--- src/rtl/agpio_pkg.sv ---
package agpio_pkg;
    parameter int PINS     = 8;
    parameter int ADDR_W   = 12;
    parameter int PAD_REGS = 8;

    localparam logic [ADDR_W-1:0] OFF_DIR    = 12'h400;
    localparam logic [ADDR_W-1:0] OFF_SENSE  = 12'h404;
    localparam logic [ADDR_W-1:0] OFF_BOTH   = 12'h408;
    localparam logic [ADDR_W-1:0] OFF_EVT    = 12'h40C;
    localparam logic [ADDR_W-1:0] OFF_IMASK  = 12'h410;
    localparam logic [ADDR_W-1:0] OFF_RAW    = 12'h414;
    localparam logic [ADDR_W-1:0] OFF_MIS    = 12'h418;
    localparam logic [ADDR_W-1:0] OFF_CLR    = 12'h41C;
    localparam logic [ADDR_W-1:0] OFF_ALTFN  = 12'h420;
    localparam logic [ADDR_W-1:0] OFF_PADS   = 12'h500;
    localparam logic [ADDR_W-1:0] OFF_LOCK   = 12'h520;
    localparam logic [ADDR_W-1:0] OFF_COMMIT = 12'h524;
    localparam logic [ADDR_W-1:0] OFF_IDTAB  = 12'hFD0;
    localparam logic [31:0]       UNLOCK_KEY = 32'h0ACC_E551;

    typedef struct packed {
        logic [PINS-1:0]                data;
        logic [PINS-1:0]                dir;
        logic [PINS-1:0]                sense;
        logic [PINS-1:0]                both;
        logic [PINS-1:0]                evt;
        logic [PINS-1:0]                imask;
        logic [PINS-1:0]                altfn;
        logic [PINS-1:0]                commit;
        logic [PAD_REGS-1:0][PINS-1:0]  pad;
        logic                           locked;
    } regs_t;

    function automatic logic [7:0] id_byte(input logic [3:0] idx);
        case (idx)
            4'd4:    return 8'h61;
            4'd6:    return 8'h18;
            4'd7:    return 8'h01;
            4'd8:    return 8'h0D;
            4'd9:    return 8'hF0;
            4'd10:   return 8'h05;
            4'd11:   return 8'hB1;
            default: return 8'h00;
        endcase
    endfunction
endpackage

--- src/rtl/agpio_sync.sv ---
module agpio_sync #(
    parameter int W      = 8,
    parameter int STAGES = 2
) (
    input  logic         clk,
    input  logic         rst_n,
    input  logic [W-1:0] d,
    output logic [W-1:0] q
);
    logic [STAGES-1:0][W-1:0] chain_d, chain_q;

    always_comb begin
        chain_d[0] = d;
        for (int i = 1; i < STAGES; i++) begin
            chain_d[i] = chain_q[i-1];
        end
    end

    always_ff @(posedge clk or negedge rst_n) begin
        if (!rst_n) chain_q <= '0;
        else        chain_q <= chain_d;
    end

    assign q = chain_q[STAGES-1];
endmodule

--- src/rtl/agpio_irq_detect.sv ---
module agpio_irq_detect #(
    parameter int W = 8
) (
    input  logic         clk,
    input  logic         rst_n,
    input  logic [W-1:0] lvl,
    input  logic [W-1:0] sense,
    input  logic [W-1:0] both,
    input  logic [W-1:0] evt,
    input  logic [W-1:0] clr,
    output logic [W-1:0] raw
);
    typedef struct packed {
        logic [W-1:0] prev;
        logic [W-1:0] raw;
    } det_t;

    det_t         det_d, det_q;
    logic [W-1:0] rise, fall, edge_hit, lvl_hit;

    always_comb begin
        rise     = lvl & ~det_q.prev;
        fall     = ~lvl & det_q.prev;
        edge_hit = (both & (rise | fall))
                 | (~both & evt & rise)
                 | (~both & ~evt & fall);
        lvl_hit  = ~(lvl ^ evt);
        det_d      = det_q;
        det_d.prev = lvl;
        det_d.raw  = (sense & lvl_hit)
                   | (~sense & (edge_hit | (det_q.raw & ~clr)));
    end

    always_ff @(posedge clk or negedge rst_n) begin
        if (!rst_n) det_q <= '0;
        else        det_q <= det_d;
    end

    assign raw = det_q.raw;
endmodule

--- src/rtl/agpio_top.sv ---
module agpio_top
    import agpio_pkg::*;
#(
    parameter int SYNC_STAGES = 2
) (
    input  logic              clk,
    input  logic              rst_n,
    input  logic              bus_sel,
    input  logic              bus_wr,
    input  logic [ADDR_W-1:0] bus_addr,
    input  logic [31:0]       bus_wdata,
    output logic [31:0]       bus_rdata,
    input  logic [PINS-1:0]   pin_in,
    output logic [PINS-1:0]   pin_out,
    output logic [PINS-1:0]   pin_oe,
    output logic              irq
);
    regs_t            st_d, st_q;
    logic [PINS-1:0]  sync_in, raw, clr, sel_mask, wmask, pin_val, wd8;
    logic             wr_go, is_data, pad_hit, id_hit;
    logic [2:0]       pad_idx;
    logic [ADDR_W-1:0] id_off;

    agpio_sync #(.W(PINS), .STAGES(SYNC_STAGES)) u_sync (
        .clk(clk), .rst_n(rst_n), .d(pin_in), .q(sync_in)
    );

    agpio_irq_detect #(.W(PINS)) u_detect (
        .clk(clk), .rst_n(rst_n), .lvl(sync_in),
        .sense(st_q.sense), .both(st_q.both), .evt(st_q.evt),
        .clr(clr), .raw(raw)
    );

    assign wr_go    = bus_sel & bus_wr;
    assign is_data  = (bus_addr[ADDR_W-1:10] == '0);
    assign sel_mask = bus_addr[2 +: PINS];
    assign wmask    = sel_mask & st_q.dir;
    assign wd8      = bus_wdata[PINS-1:0];
    assign pad_hit  = (bus_addr[ADDR_W-1:5] == OFF_PADS[ADDR_W-1:5]) && (bus_addr[1:0] == 2'b00);
    assign pad_idx  = bus_addr[4:2];
    assign id_hit   = (bus_addr >= OFF_IDTAB) && (bus_addr[1:0] == 2'b00);
    assign id_off   = bus_addr - OFF_IDTAB;
    assign pin_val  = (st_q.dir & st_q.data) | (~st_q.dir & sync_in);

    // next-state of the register file
    always_comb begin
        st_d = st_q;
        clr  = '0;
        if (wr_go) begin
            if (is_data) begin
                st_d.data = (st_q.data & ~wmask) | (wd8 & wmask);
            end else if (pad_hit) begin
                st_d.pad[pad_idx] = wd8;
            end else begin
                case (bus_addr)
                    OFF_DIR:    st_d.dir   = wd8;
                    OFF_SENSE:  st_d.sense = wd8;
                    OFF_BOTH:   st_d.both  = wd8;
                    OFF_EVT:    st_d.evt   = wd8;
                    OFF_IMASK:  st_d.imask = wd8;
                    OFF_CLR:    clr        = wd8;
                    OFF_ALTFN:  st_d.altfn = (st_q.altfn & ~st_q.commit) | (wd8 & st_q.commit);
                    OFF_LOCK:   st_d.locked = (bus_wdata != UNLOCK_KEY);
                    OFF_COMMIT: if (!st_q.locked) st_d.commit = wd8;
                    default:    ;
                endcase
            end
        end
    end

    always_ff @(posedge clk or negedge rst_n) begin
        if (!rst_n) begin
            st_q        <= '0;
            st_q.commit <= '1;
            st_q.locked <= 1'b1;
        end else begin
            st_q <= st_d;
        end
    end

    // read decode
    always_comb begin
        bus_rdata = '0;
        if (bus_sel && !bus_wr) begin
            if (is_data) begin
                bus_rdata[PINS-1:0] = pin_val & sel_mask;
            end else if (pad_hit) begin
                bus_rdata[PINS-1:0] = st_q.pad[pad_idx];
            end else if (id_hit) begin
                bus_rdata[7:0] = id_byte(id_off[5:2]);
            end else begin
                case (bus_addr)
                    OFF_DIR:    bus_rdata[PINS-1:0] = st_q.dir;
                    OFF_SENSE:  bus_rdata[PINS-1:0] = st_q.sense;
                    OFF_BOTH:   bus_rdata[PINS-1:0] = st_q.both;
                    OFF_EVT:    bus_rdata[PINS-1:0] = st_q.evt;
                    OFF_IMASK:  bus_rdata[PINS-1:0] = st_q.imask;
                    OFF_RAW:    bus_rdata[PINS-1:0] = raw;
                    OFF_MIS:    bus_rdata[PINS-1:0] = raw & st_q.imask;
                    OFF_ALTFN:  bus_rdata[PINS-1:0] = st_q.altfn;
                    OFF_LOCK:   bus_rdata[0]        = st_q.locked;
                    OFF_COMMIT: bus_rdata[PINS-1:0] = st_q.commit;
                    default:    ;
                endcase
            end
        end
    end

    assign pin_out = st_q.data & st_q.dir;
    assign pin_oe  = st_q.dir;
    assign irq     = |(raw & st_q.imask);

    // plain views of state for the bound checker
    logic [PINS-1:0] data_q, dir_q, altfn_q, commit_q, imask_q;
    logic            locked_q;
    assign data_q   = st_q.data;
    assign dir_q    = st_q.dir;
    assign altfn_q  = st_q.altfn;
    assign commit_q = st_q.commit;
    assign imask_q  = st_q.imask;
    assign locked_q = st_q.locked;
endmodule

--- config.mk ---
export PLATFORM = sky130hd
export DESIGN_NAME = agpio_top
export DESIGN_NICKNAME = d
export VERILOG_FILES = /design/src/rtl/agpio_pkg.sv /design/src/rtl/agpio_sync.sv /design/src/rtl/agpio_irq_detect.sv /design/src/rtl/agpio_top.sv
export SDC_FILE = /design/constraint.sdc
export NUM_CORES = 1
export LEC_CHECK = 0
export BUFFER_PORTS_ARGS = -buffer_cell sky130_fd_sc_hd__buf_4
export CORE_MARGIN = 2
export CORE_UTILIZATION = 50
export DETAILED_ROUTE_END_ITERATION = 6
export GPL_ROUTABILITY_DRIVEN = 1
export PLACE_DENSITY = 0.7
export SYNTH_ARGS = -nofsm -noshare
export SYNTH_HDL_FRONTEND = slang
export SYNTH_SLANG_ARGS = --single-unit
--- constraint.sdc ---
create_clock -name clk -period 2.3 [get_ports clk]
set_clock_uncertainty 0.2 [all_clocks]
set_input_delay 0.115 -clock clk [delete_from_list [all_inputs] [get_ports clk]]
set_output_delay 0.115 -clock clk [all_outputs]
set_load 0.02 [all_outputs]
==> results.toml <==
[outcome]
status = "finished with violations"
violations = "setup timing"

[clocking]
cts_buffer_depth = 2
root_buffer = "clkbuf_16"
cts.htree.levels = 4
cts_tree = "done"
numCtsBuffers = 17
clock_sinks = 161
path_clk_slew_ns = 0.07
clk_latency_ns = 0.43

[critical_path]
cpMaxStageDelayCell = "dfstp_2"
arrival_ns = 2.15
cp_cell_sequence = "mux2i_1 -> or4b_4 -> o21ai_2 -> a21oi_2 -> a31oi_2 -> buf_4"
crit_path_end_kind = "output port"
worstSetupStartpointType = "flop"
critical_path_class = "reg -> out"
cpPeakStageDelay_ns = 0.53
worstPathRequired_ns = 1.99
path_max_fanout = 2

[floorplanning]
start_util = 0.512
rows = 47
core_mm2 = 0.0166
die_h_um = 135
ioPinCount = 105
chipWidth_um = 135
die_area_mm2 = 0.0181

[power_and_ir_drop]
vdd_drop_max_v = 0.000726
pwr-share-clk = 0.451
sw_frac_of_total = 0.259
leakage_nw = 5.09
p_seq_frac = 0.459
p_switching_mw = 1.62
p_per_area_mw_per_mm2 = 582
p_comb_frac = 0.091
p_int_mw = 4.65
power.total_mw = 6.27

[grt]
grt_usage = 0.289
grt_pass1_vias = 6837
antenna_found_initial = 0
grt_max_degree = 65
grt-ovfl-total = 0
grt_pass1_wl_um = 39000

[timing]
hold_slack_ns = 0.0204
max-slew-margin-rel = 0.637
period_share = 1.07
fin_crit_ns = 2.47
fmax_mhz = 405
setup_ws_ns = -0.170
maxSlewViolCount = 0
rsz0062_at_grt = "yes"
finalSetupViolCount = 3
worst_pin_slew_ns = 0.544
hold_viol_final = 0

[routing]
finalWirelength_um = 24800
drt_iter0_drc = 566
ant_nets = 0
via_count = 6488
drc = 0
wl_per_cell_um = 22.5
firstDrtPassIters = 5
via_per_inst = 5.88

[synth]
async_flop_share = 1.00
synth_top_area_cell = "dfrtp_1"
yosysSeqAreaShare = 0.474
ys_warn_count = 0
synthTopCellsByCount = "152 x dfrtp_1, 132 x mux2_2, 42 x nand2_1"
syn_avg_cell_area_um2 = 12.0
ys_dominant_reg_cell = "dfrtp_1"
synth_area_mm2 = 0.00852
ys_types = 66
synth_area_leaders = "dfrtp_1 45%, mux2_2 17%, mux4_2 4.5%"
synth_seq_cells = 161
synthCells = 708
yosysMostFrequentCell = "dfrtp_1"
synth_edf_count = 0
synth_top_area_frac = 0.446

[min_path]
hp-class = "in -> reg"

[final_layout]
final_nets = 942
diodes = 0
drive_above_1_share = 0.429
area.growth.synth_to_final_pct = 26.3

[place]
gp_congestion = 0.949
io_buffers = 80
dp_hpwl_um = 17500

[job]
timing.max_cap.violations = 0
-- power by group through the flow --
stage | clock network [mW] | registers [mW] | logic [mW]
floorplan | 0 | 2.93 | 0.272
global placement | 0 | 2.93 | 0.503
detailed placement | 0 | 2.93 | 0.512
CTS | 2.88 | 2.88 | 0.558
global route | 2.99 | 2.88 | 0.615
finish | 2.83 | 2.88 | 0.569
-- layout make-up --
type / instances / area [um2]
timing repair buffer: 189 / 1600
tap: 220 / 275
fill: 1290 / 5880
sequential: 161 / 4040
clock inverter: 13 / 144
multi-input combinational: 482 / 4190
clock buffer: 19 / 443
inverter: 19 / 71.3
-- per-stage QoR --
step	cell area [um2]	utilization	setup WS (ns)	setup TNS, ns	std cells
2_1_floorplan	8610	-	0.0705	0	731
3_3_place_gp	9700	0.583	-0.00560	-0.0200	1031
3_5_place_dp	9700	0.583	-0.0634	-0.135	1031
4_1_cts	10700	0.643	-0.151	-0.203	1100
5_1_grt	10800	0.647	-0.205	-0.444	1103
6_report	10800	0.647	-0.170	-0.248	1103
-- flip-flops by register name, summed over array words and instances, names as in the netlist, 8 cells and up, named ones only --
signal and count:
commit_q 8, imask_q 8, pin_oe 8, st_q 88, u_detect.det_q 8, u_detect.raw 8, u_sync.chain_d 8, u_sync.q 8
-- worst max-delay path, delay by kind of cell, from the launching register on --
| kind | cells | cell delay [ns] |
|---|---|---|
| DFF | 1 | 0.53 |
| muxes | 1 | 0.07 |
| and+or+nand+nor | 1 | 0.49 |
| AOI/OAI and AO/OA | 3 | 0.45 |
| buffers and inverters | 1 | 0.19 |
-- timing repair --
action,in CTS,in global routing
hold buffers,31,0
hold endpoints to repair,297,0
endpoints found under the setup margin,8,20
gates cloned,0,0
gates resized for setup,14,10
buffers inserted,6,3
pin swaps,6,5
-- cells by family (layout without fill, tap and decap cells) --
| kind of cell | Yosys count | after routing | synth area share |
|---|---|---|---|
| DFF | 161 | 161 | 0.474 |
| and+or+nand+nor | 161 | 161 | 0.115 |
| xor gates and xnor gates | 9 | 9 | 0.00925 |
| other | 1 | 24 | 0.000440 |
| buffers and inverters | 88 | 240 | 0.0558 |
| muxes | 164 | 164 | 0.237 |
| AOI/OAI and AO/OA | 108 | 108 | 0.0849 |
| adders and majority gates | 16 | 16 | 0.0235 |
-- per-layer routing --
layer / global-route usage / up-vias / wire length [um]
met1: 0.392 / 3318 / 10900
met2: 0.468 / 238 / 11800
met5: 0 / - / 0
met4: 0.101 / 0 / 728
li1: - / 2888 / -
met3: 0.0574 / 44 / 1370
-- worst paths after layout --
path	start	endpoint	slack, ns	depth (start not counted)
min in group asynchronous	rst_n	st_q[51]	0.50	3
max in group asynchronous	rst_n	st_q[43]	0.51	4
setup reg to reg	pin_oe[5]	flop	0.46	4
hold / removal	bus_wdata[16]	locked_q	0.02	5
hold reg to reg	u_sync.chain_d[9]	u_sync.q[1]	0.15	0
setup / recovery	locked_q	bus_rdata[0]	-0.17	6
-- cell usage in the layout, fill, tap and decap left out, types with 17 or more instances in the layout --
| master | Yosys | routed |
|---|---|---|
| nand3_1 | 17 | 17 |
| a21oi_1 | 24 | 23 |
| dfrtp_1 | 152 | 150 |
| dlygate4sd3_1 | 0 | 30 |
| conb_1 | 1 | 24 |
| clkbuf_16 | 0 | 17 |
| mux4_2 | 17 | 17 |
| buf_4 | 33 | 149 |
| mux2_2 | 132 | 131 |
| inv_1 | 19 | 19 |
| nor2_1 | 20 | 19 |
| nand2_1 | 42 | 42 |
Note: power is estimated with default switching activity, not from simulation.
